`src/rtl/pkt_mailbox_pkg.sv`:
```
package pkt_mailbox_pkg;
  localparam int OFS_BUSY   = 'h08;
  localparam int OFS_RXCNT  = 'h0C;
  localparam int OFS_TXCNT  = 'h10;
  localparam int OFS_INTCTL = 'h14;
  localparam int OFS_INFO   = 'h18;
  localparam int OFS_RXDATA = 'h1C;
  localparam int OFS_TXDATA = 'h20;
  localparam int INT_TXDONE = 0;
  localparam int INT_RXAVL  = 1;
  localparam int INT_TEST   = 31;
  localparam int MAX_COUNT  = 65536;
endpackage

```
`src/rtl/pmb_rx_path.sv`:
```
module pmb_rx_path #(
  parameter int DEPTH = 64,
  localparam int CNT_W = $clog2(DEPTH + 1),
  localparam int IDX_W = $clog2(DEPTH)
) (
  input  logic             clk_i,
  input  logic             rst_ni,
  input  logic             s_valid_i,
  input  logic [7:0]       s_data_i,
  input  logic             s_last_i,
  output logic             s_ready_o,
  input  logic             rd_en_i,
  input  logic             release_i,
  output logic [7:0]       byte_o,
  output logic [CNT_W-1:0] cnt_o,
  output logic             held_o,
  output logic             active_o
);
  logic [7:0]       mem [DEPTH];
  logic [CNT_W-1:0] wr_cnt_q, cnt_q;
  logic [IDX_W-1:0] rd_ptr_q;
  logic             drop_q, held_q;
  logic             hs, full, frame_ok;

  assign s_ready_o = !held_q;
  assign hs        = s_valid_i && s_ready_o;
  assign full      = (wr_cnt_q == CNT_W'(DEPTH));
  assign frame_ok  = hs && s_last_i && !drop_q && !full;

  always_ff @(posedge clk_i) begin
    if (hs && !drop_q && !full) mem[wr_cnt_q[IDX_W-1:0]] <= s_data_i;
  end

  always_ff @(posedge clk_i or negedge rst_ni) begin
    if (!rst_ni) begin
      wr_cnt_q <= '0;
      cnt_q    <= '0;
      rd_ptr_q <= '0;
      drop_q   <= 1'b0;
      held_q   <= 1'b0;
    end else begin
      if (release_i) begin
        held_q <= 1'b0;
        cnt_q  <= '0;
      end else if (rd_en_i && cnt_q != '0) begin
        cnt_q    <= cnt_q - CNT_W'(1);
        rd_ptr_q <= rd_ptr_q + IDX_W'(1);
      end
      if (hs) begin
        if (s_last_i) begin
          wr_cnt_q <= '0;
          drop_q   <= 1'b0;
          if (frame_ok) begin
            held_q   <= 1'b1;
            cnt_q    <= wr_cnt_q + CNT_W'(1);
            rd_ptr_q <= '0;
          end
        end else if (drop_q || full) begin
          drop_q <= 1'b1;
        end else begin
          wr_cnt_q <= wr_cnt_q + CNT_W'(1);
        end
      end
    end
  end

  assign byte_o   = (cnt_q != '0) ? mem[rd_ptr_q] : 8'h00;
  assign cnt_o    = cnt_q;
  assign held_o   = held_q;
  assign active_o = (wr_cnt_q != '0) || drop_q;

  assert_rx_count_down_R4: assert property (@(posedge clk_i) disable iff (!rst_ni)
    (rd_en_i && cnt_q != '0 && !release_i) |=> (cnt_q == $past(cnt_q) - CNT_W'(1)));

  assert_frame_end_R3: assert property (@(posedge clk_i) disable iff (!rst_ni)
    $rose(held_q) |-> ($past(s_valid_i && s_last_i) && cnt_q != '0 && cnt_q <= CNT_W'(DEPTH)));

  assert_no_accept_held_R5: assert property (@(posedge clk_i) disable iff (!rst_ni)
    (held_q && !release_i) |=> $stable(wr_cnt_q) && !drop_q);
endmodule

```
`src/rtl/pmb_tx_path.sv`:
```
module pmb_tx_path #(
  parameter int DEPTH = 64,
  localparam int CNT_W = $clog2(DEPTH + 1),
  localparam int IDX_W = $clog2(DEPTH)
) (
  input  logic             clk_i,
  input  logic             rst_ni,
  input  logic             cnt_we_i,
  input  logic [31:0]      cnt_wdata_i,
  input  logic             byte_we_i,
  input  logic [7:0]       byte_i,
  output logic [CNT_W-1:0] cnt_o,
  output logic             m_valid_o,
  output logic [7:0]       m_data_o,
  output logic             m_last_o,
  input  logic             m_ready_i,
  output logic             done_o,
  output logic             sending_o
);
  logic [7:0]       mem [DEPTH];
  logic [CNT_W-1:0] cnt_q, wr_q;
  logic [IDX_W-1:0] rd_q;
  logic             send_q;
  logic             take_byte, hs;

  assign take_byte = byte_we_i && !send_q && cnt_q != '0 && wr_q < cnt_q;
  assign hs        = send_q && m_ready_i;
  assign m_last_o  = send_q && (CNT_W'(rd_q) == cnt_q - CNT_W'(1));

  always_ff @(posedge clk_i) begin
    if (take_byte) mem[wr_q[IDX_W-1:0]] <= byte_i;
  end

  always_ff @(posedge clk_i or negedge rst_ni) begin
    if (!rst_ni) begin
      cnt_q  <= '0;
      wr_q   <= '0;
      rd_q   <= '0;
      send_q <= 1'b0;
    end else begin
      if (cnt_we_i && cnt_q == '0 && cnt_wdata_i != '0 && cnt_wdata_i <= 32'(DEPTH))
        cnt_q <= cnt_wdata_i[CNT_W-1:0];
      if (take_byte) begin
        wr_q <= wr_q + CNT_W'(1);
        if (wr_q + CNT_W'(1) == cnt_q) begin
          send_q <= 1'b1;
          rd_q   <= '0;
        end
      end
      if (hs) begin
        rd_q <= rd_q + IDX_W'(1);
        if (m_last_o) begin
          send_q <= 1'b0;
          cnt_q  <= '0;
          wr_q   <= '0;
        end
      end
    end
  end

  assign m_valid_o = send_q;
  assign m_data_o  = mem[rd_q];
  assign cnt_o     = cnt_q;
  assign done_o    = hs && m_last_o;
  assign sending_o = send_q;

  assert_tx_hold_R7: assert property (@(posedge clk_i) disable iff (!rst_ni)
    (m_valid_o && !m_ready_i) |=> (m_valid_o && $stable(m_data_o) && $stable(m_last_o)));

  assert_tx_ignore_extra_R7: assert property (@(posedge clk_i) disable iff (!rst_ni)
    (send_q && !hs) |=> $stable(wr_q));
endmodule

```
`src/rtl/pkt_mailbox.sv`:
```
module pkt_mailbox
  import pkt_mailbox_pkg::*;
#(
  parameter int RX_DEPTH = 64,
  parameter int TX_DEPTH = 64,
  parameter int ADDR_W   = 8,
  parameter int IRQ_LINE = 3,
  localparam int RX_CW = $clog2(RX_DEPTH + 1),
  localparam int TX_CW = $clog2(TX_DEPTH + 1)
) (
  input  logic              clk_i,
  input  logic              rst_ni,
  input  logic              bus_req_i,
  input  logic              bus_we_i,
  input  logic [ADDR_W-1:0] bus_addr_i,
  input  logic [31:0]       bus_wdata_i,
  output logic [31:0]       bus_rdata_o,
  input  logic              rx_valid_i,
  input  logic [7:0]        rx_data_i,
  input  logic              rx_last_i,
  output logic              rx_ready_o,
  output logic              tx_valid_o,
  output logic [7:0]        tx_data_o,
  output logic              tx_last_o,
  input  logic              tx_ready_i,
  output logic              irq_o
);
  logic             wr, rd;
  logic             wr_int, rd_int;
  logic [7:0]       rx_byte;
  logic [RX_CW-1:0] rx_cnt;
  logic [TX_CW-1:0] tx_cnt;
  logic             rx_held, rx_active, tx_done, tx_sending;
  logic             tx_done_q, test_flag_q, test_irq_q;
  logic [31:0]      rd_mux, rdata_q;

  assign wr     = bus_req_i && bus_we_i;
  assign rd     = bus_req_i && !bus_we_i;
  assign wr_int = wr && bus_addr_i == ADDR_W'(OFS_INTCTL);
  assign rd_int = rd && bus_addr_i == ADDR_W'(OFS_INTCTL);

  pmb_rx_path #(.DEPTH(RX_DEPTH)) u_rx (
    .clk_i     (clk_i),
    .rst_ni    (rst_ni),
    .s_valid_i (rx_valid_i),
    .s_data_i  (rx_data_i),
    .s_last_i  (rx_last_i),
    .s_ready_o (rx_ready_o),
    .rd_en_i   (rd && bus_addr_i == ADDR_W'(OFS_RXDATA)),
    .release_i (wr_int && bus_wdata_i[INT_RXAVL]),
    .byte_o    (rx_byte),
    .cnt_o     (rx_cnt),
    .held_o    (rx_held),
    .active_o  (rx_active)
  );

  pmb_tx_path #(.DEPTH(TX_DEPTH)) u_tx (
    .clk_i       (clk_i),
    .rst_ni      (rst_ni),
    .cnt_we_i    (wr && bus_addr_i == ADDR_W'(OFS_TXCNT)),
    .cnt_wdata_i (bus_wdata_i),
    .byte_we_i   (wr && bus_addr_i == ADDR_W'(OFS_TXDATA)),
    .byte_i      (bus_wdata_i[7:0]),
    .cnt_o       (tx_cnt),
    .m_valid_o   (tx_valid_o),
    .m_data_o    (tx_data_o),
    .m_last_o    (tx_last_o),
    .m_ready_i   (tx_ready_i),
    .done_o      (tx_done),
    .sending_o   (tx_sending)
  );

  always_ff @(posedge clk_i or negedge rst_ni) begin
    if (!rst_ni) begin
      tx_done_q   <= 1'b0;
      test_flag_q <= 1'b0;
      test_irq_q  <= 1'b0;
    end else begin
      if (tx_done) tx_done_q <= 1'b1;
      else if (wr_int && bus_wdata_i[INT_TXDONE]) tx_done_q <= 1'b0;
      if (wr_int && bus_wdata_i[INT_TEST]) test_flag_q <= 1'b1;
      else if (rd_int) test_flag_q <= 1'b0;
      if (wr_int && bus_wdata_i[INT_TEST]) test_irq_q <= 1'b1;
      else if (wr_int && bus_wdata_i == '0) test_irq_q <= 1'b0;
    end
  end

  always_comb begin
    rd_mux = '0;
    case (int'(bus_addr_i))
      OFS_BUSY:   rd_mux = {31'b0, rx_active || tx_sending};
      OFS_RXCNT:  rd_mux = 32'(rx_cnt);
      OFS_TXCNT:  rd_mux = 32'(tx_cnt);
      OFS_INTCTL: rd_mux = {test_flag_q, 29'b0, rx_held, tx_done_q};
      OFS_INFO:   rd_mux = 32'(IRQ_LINE);
      OFS_RXDATA: rd_mux = {24'b0, rx_byte};
      default:    rd_mux = '0;
    endcase
  end

  always_ff @(posedge clk_i or negedge rst_ni) begin
    if (!rst_ni) rdata_q <= '0;
    else if (rd) rdata_q <= rd_mux;
  end

  assign bus_rdata_o = rdata_q;
  assign irq_o       = tx_done_q || rx_held || test_irq_q;

  assert_test_clear_on_read_R10: assert property (@(posedge clk_i) disable iff (!rst_ni)
    (rd_int && test_flag_q) |=> !test_flag_q);

  assert_txdone_source_R8: assert property (@(posedge clk_i) disable iff (!rst_ni)
    $rose(tx_done_q) |-> ($past(tx_valid_o && tx_ready_i && tx_last_o) && tx_cnt == '0));

  assert_test_irq_hold_R10: assert property (@(posedge clk_i) disable iff (!rst_ni)
    (test_irq_q && !wr_int) |=> irq_o);
endmodule

```
`config.mk`:
```
export PLATFORM = sky130hd
export DESIGN_NAME = pkt_mailbox
export DESIGN_NICKNAME = d
export VERILOG_FILES = /design/src/rtl/pkt_mailbox_pkg.sv /design/src/rtl/pmb_rx_path.sv /design/src/rtl/pmb_tx_path.sv /design/src/rtl/pkt_mailbox.sv
export SDC_FILE = /design/constraint.sdc
export NUM_CORES = 1
export LEC_CHECK = 0
export BUFFER_PORTS_ARGS = -buffer_cell sky130_fd_sc_hd__buf_2
export CAP_MARGIN = 15
export CORE_ASPECT_RATIO = 0.7
export CORE_MARGIN = 2
export CORE_UTILIZATION = 60
export CTS_CLUSTER_SIZE = 20
export DETAILED_ROUTE_END_ITERATION = 6
export GPL_TIMING_DRIVEN = 0
export PLACE_DENSITY_LB_ADDON = 0.12
export SLEW_MARGIN = 0
export SYNTH_ARGS = -nofsm -noshare
export SYNTH_HDL_FRONTEND = slang
export SYNTH_HIERARCHICAL = 1
export SYNTH_SLANG_ARGS = --single-unit
```
`constraint.sdc`:
```
create_clock -name clk_i -period 3.5 [get_ports clk_i]
set_input_delay 0.7 -clock clk_i [delete_from_list [all_inputs] [get_ports clk_i]]
set_output_delay 0.7 -clock clk_i [all_outputs]
set_load 0.005 [all_outputs]
```
==> flow_summary.yaml <==
timing:
  tns_ns: -0.861
  finalWorstSetupSlack_ns: -0.145
  timing.final.crit_period_ns: 3.64
  rsz0062_at_grt: "yes"
  fmax_mhz: 274
  maxSlewHeadroom_pct: 20.0
  clock-skew-final_ns: 0.0190
  post-route-period-util_pct: 104
  slew_violations: 0
  tightestPinTransition_ns: 1.20
  hold_viol_final: 0
  setup_violations: 8
  whs_ns: 0.0346
min_path:
  min_path_type: "input port to async pin"
placed_design:
  dp_hpwl_microns: 76400
  gp_congestion: 0.969
  io_buffers: 72
logic_synthesis:
  ys_ff_latch: 1079
  synthArstFlopShare_pct: 5.10
  yosysSeqAreaShare_pct: 73.0
  synth.cell_area_sq_um: 44000
  synth_ff_type: "edfxtp_1"
  synthCells: 2300
  ys_types: 75
  synth.area.top_cells: "edfxtp_1, mux4_2, dfrtp_1"
  synth_edf_count: 1024
  yosysWarningCount: 6
  avgSynthCellArea_sq_um: 19.1
  synth.top_cell.area_share_pct: 69.9
  synth_top_cell_by_area: "edfxtp_1"
critical_path:
  cp_common_cell: "buf_12"
  cp_slowest_cell: "mux4_2"
  r2r_start: "u_tx/cnt_o[1]$_DFF_PN0_"
  worstPathArrival_ns: 2.94
  crit_chain: "buf_12 -> buf_16 -> buf_12 -> mux4_2 -> a22oi_1 -> a21oi_1 -> o21ai_2 -> nand2_1 -> buf_2"
  max_stage_delay_ns: 0.56
  startpoint_type: "flop"
  required_ns: 2.80
  startpoint: "u_tx/rd_q[0]$_DFFE_PN0P_"
  end_kind: "primary output"
  critPathKind: "flop to primary output"
  path_max_fanout: 10
clocking:
  cts_made_buffers: 98
  cts_tree: "yes"
  cts-root-buf: "clkbuf_16"
  clkSlewWorstSetupHoldPaths_ns: 0.07
  cts.sinks: 1079
  ctsLongestPathBuffers: 3
  h-tree-depth: 3
  clk_latency_ns: 0.67
grt:
  use_met3_pct: 11.7
  gr-usage-all-layers_pct: 30.9
  grtUsageMet1_pct: 50.1
  grt_pass1_vias: 23300
  antenna_found_initial: 7
  grt_max_degree: 69
  globalRouteMet2Util_pct: 39.8
  grt-ovfl-total: 0
  busiest_layer: "met1"
  grt_pass1_wl_microns: 164000
floorplanning:
  num_io_pins: 99
  initial_utilization_pct: 60.3
  dieArea_sq_um: 75600
  core_area_sq_um: 73000
  die_h_microns: 231
  row_count: 83
  die_width_microns: 328
route:
  num_vias: 24700
  drtIter0Drc: 4105
  drc: 0
  finalWirelength_microns: 117000
  first_pass_iters: 6
  viasPerCell: 6.81
  antenna_left: 0
  routedWlPerCell_microns: 32.2
final_layout:
  post-route-util_pct: 69.6
  final_cell_mix: "edfxtp_1, mux4_2, buf_2"
  drive_gt1_share_pct: 30.9
  syn2layout_area_growth_pct: 15.4
  nets: 2636
  layout_commonest_cell: "edfxtp_1"
power:
  leakage_nw: 16.1
  power.total_mw: 25.8
  power.density_nw_per_um2: 508
  irDropWorstVdd_mv: 0.373
run:
  maxCapViolCount: 0
run_status:
  violations: "setup timing"
  run_status: "finished, violations left"
-- Yosys cell counts, types with 6 or more instances --
cell       instances
edfxtp_1        1024
mux4_2           264
nor2_1           129
nand2_1           98
mux2i_1           61
nand3_1           61
nor3_1            57
dfrtp_1           55
buf_4             43
buf_2             42
clkbuf_1          35
a21oi_1           33
inv_1             24
a22oi_1           23
o21ai_0           23
xnor2_1           23
buf_6             21
nand2b_1          21
nand4_1           18
ha_1              16
nor4_1            16
o21ai_1           16
xor2_1            16
a31oi_1           11
buf_1             11
or3_1             11
nor2b_1           10
o22ai_1           10
a22o_1             9
and2_1             9
and3_1             9
a221oi_1           8
a221o_1            6
nand3b_1           6
o2111ai_1          6
o221ai_1           6
o31ai_1            6
or4_1              6
-- final cells by class --
| class | instances | area [sq um] |
|---|---|---|
| antenna | 5 | 12.5 |
| buffer | 154 | 1190 |
| clock buffer | 117 | 2620 |
| clock inverter | 62 | 604 |
| fill | 4522 | 22200 |
| inverter | 26 | 100 |
| multi-input combinational | 1060 | 11700 |
| sequential | 1079 | 32100 |
| tap | 977 | 1220 |
| timing repair buffer | 146 | 1170 |
-- power breakdown --
part | internal [mW] | switching, mW
sequential | 14.1 | 0.0343
combinational | 0.253 | 0.542
clock | 6.20 | 4.62
total | 20.6 | 5.20
-- flip-flops by register name, summed over array words and instances (netlist names) --
| register | count |
|---|---|
| u_tx/m_valid_o | 1 |
| tx_done_q | 1 |
| test_flag_q | 1 |
| bus_rdata_o | 9 |
| u_tx/mem | 512 |
| u_rx/drop_q | 1 |
| u_rx/rd_ptr_q | 6 |
| u_rx/held_o | 1 |
| u_tx/rd_q | 6 |
| test_irq_q | 1 |
| u_rx/cnt_o | 7 |
| u_tx/cnt_o | 7 |
| u_rx/mem | 512 |
| u_tx/wr_q | 7 |
| u_rx/wr_cnt_q | 7 |
-- kinds of logic (layout without fill, tap and decap cells) --
group                      Yosys count  in the layout  share of synthesized area, %
AOI/OAI and AO/OA                  181            181                          2.89
xor gates and xnor gates            39             39                         0.776
adders and majority gates           16             16                         0.455
buffers and inverters              183            505                          2.47
DFF                               1079           1079                          73.0
muxes                              325            325                          14.9
other                                1             28                       0.00852
and+or+nand+nor                    476            476                          5.49
-- metal layers --
metal | vias to the layer above | wire length (microns)
li1 | 9897 | -
met1 | 12900 | 48600
met2 | 1755 | 48100
met3 | 160 | 18300
met4 | 2 | 1770
met5 | - | 10
-- worst paths after layout --
| path | cells past startpoint | slack, ns | to |
|---|---|---|---|
| max | 9 | -0.14 | tx_data_o[6] |
| min | 1 | 0.03 | u_rx/rd_ptr_q[0]$_DFF_PN0_ |
| max in group asynchronous | 2 | 2.83 | u_tx/cnt_o[1]$_DFF_PN0_ |
| min in group clk_i | 3 | 0.32 | test_irq_q$_DFFE_PN0P_ |
| max reg2reg | 10 | 0.03 | u_tx/mem[15][2]$_DFFE_PP_ |
| min reg2reg | 2 | 0.47 | bus_rdata_o[31]$_DFFE_PN0P_ |
-- repair_timing --
action | CTS | global route
hold endpoints to repair | 0 | 0
hold buffers | 0 | 0
cloned | 0 | 3
buffers inserted | 11 | 7
pin swaps | 6 | 16
endpoints found under the setup margin | 288 | 289
gates resized for setup | 166 | 75
-- per-stage QoR --
step | instance area [sq um] | setup slack (ns) | instances
after global routing | 50800 | -0.211 | 3621
after detailed placement | 45900 | -0.877 | 3411
after global placement | 45700 | -0.956 | 3371
after floorplan | 44100 | 0.0744 | 2322
final | 50800 | -0.145 | 3626
after CTS | 50000 | -0.206 | 3600
-- worst max-delay path: cells and delay by family (launching register included) --
kind,cells,cell delay (ns)
mux,1,0.56
flops,1,0.42
compound gates,3,0.57
simple gates,1,0.08
buf+inv,4,0.64
Power figures use the tool's default switching activity.
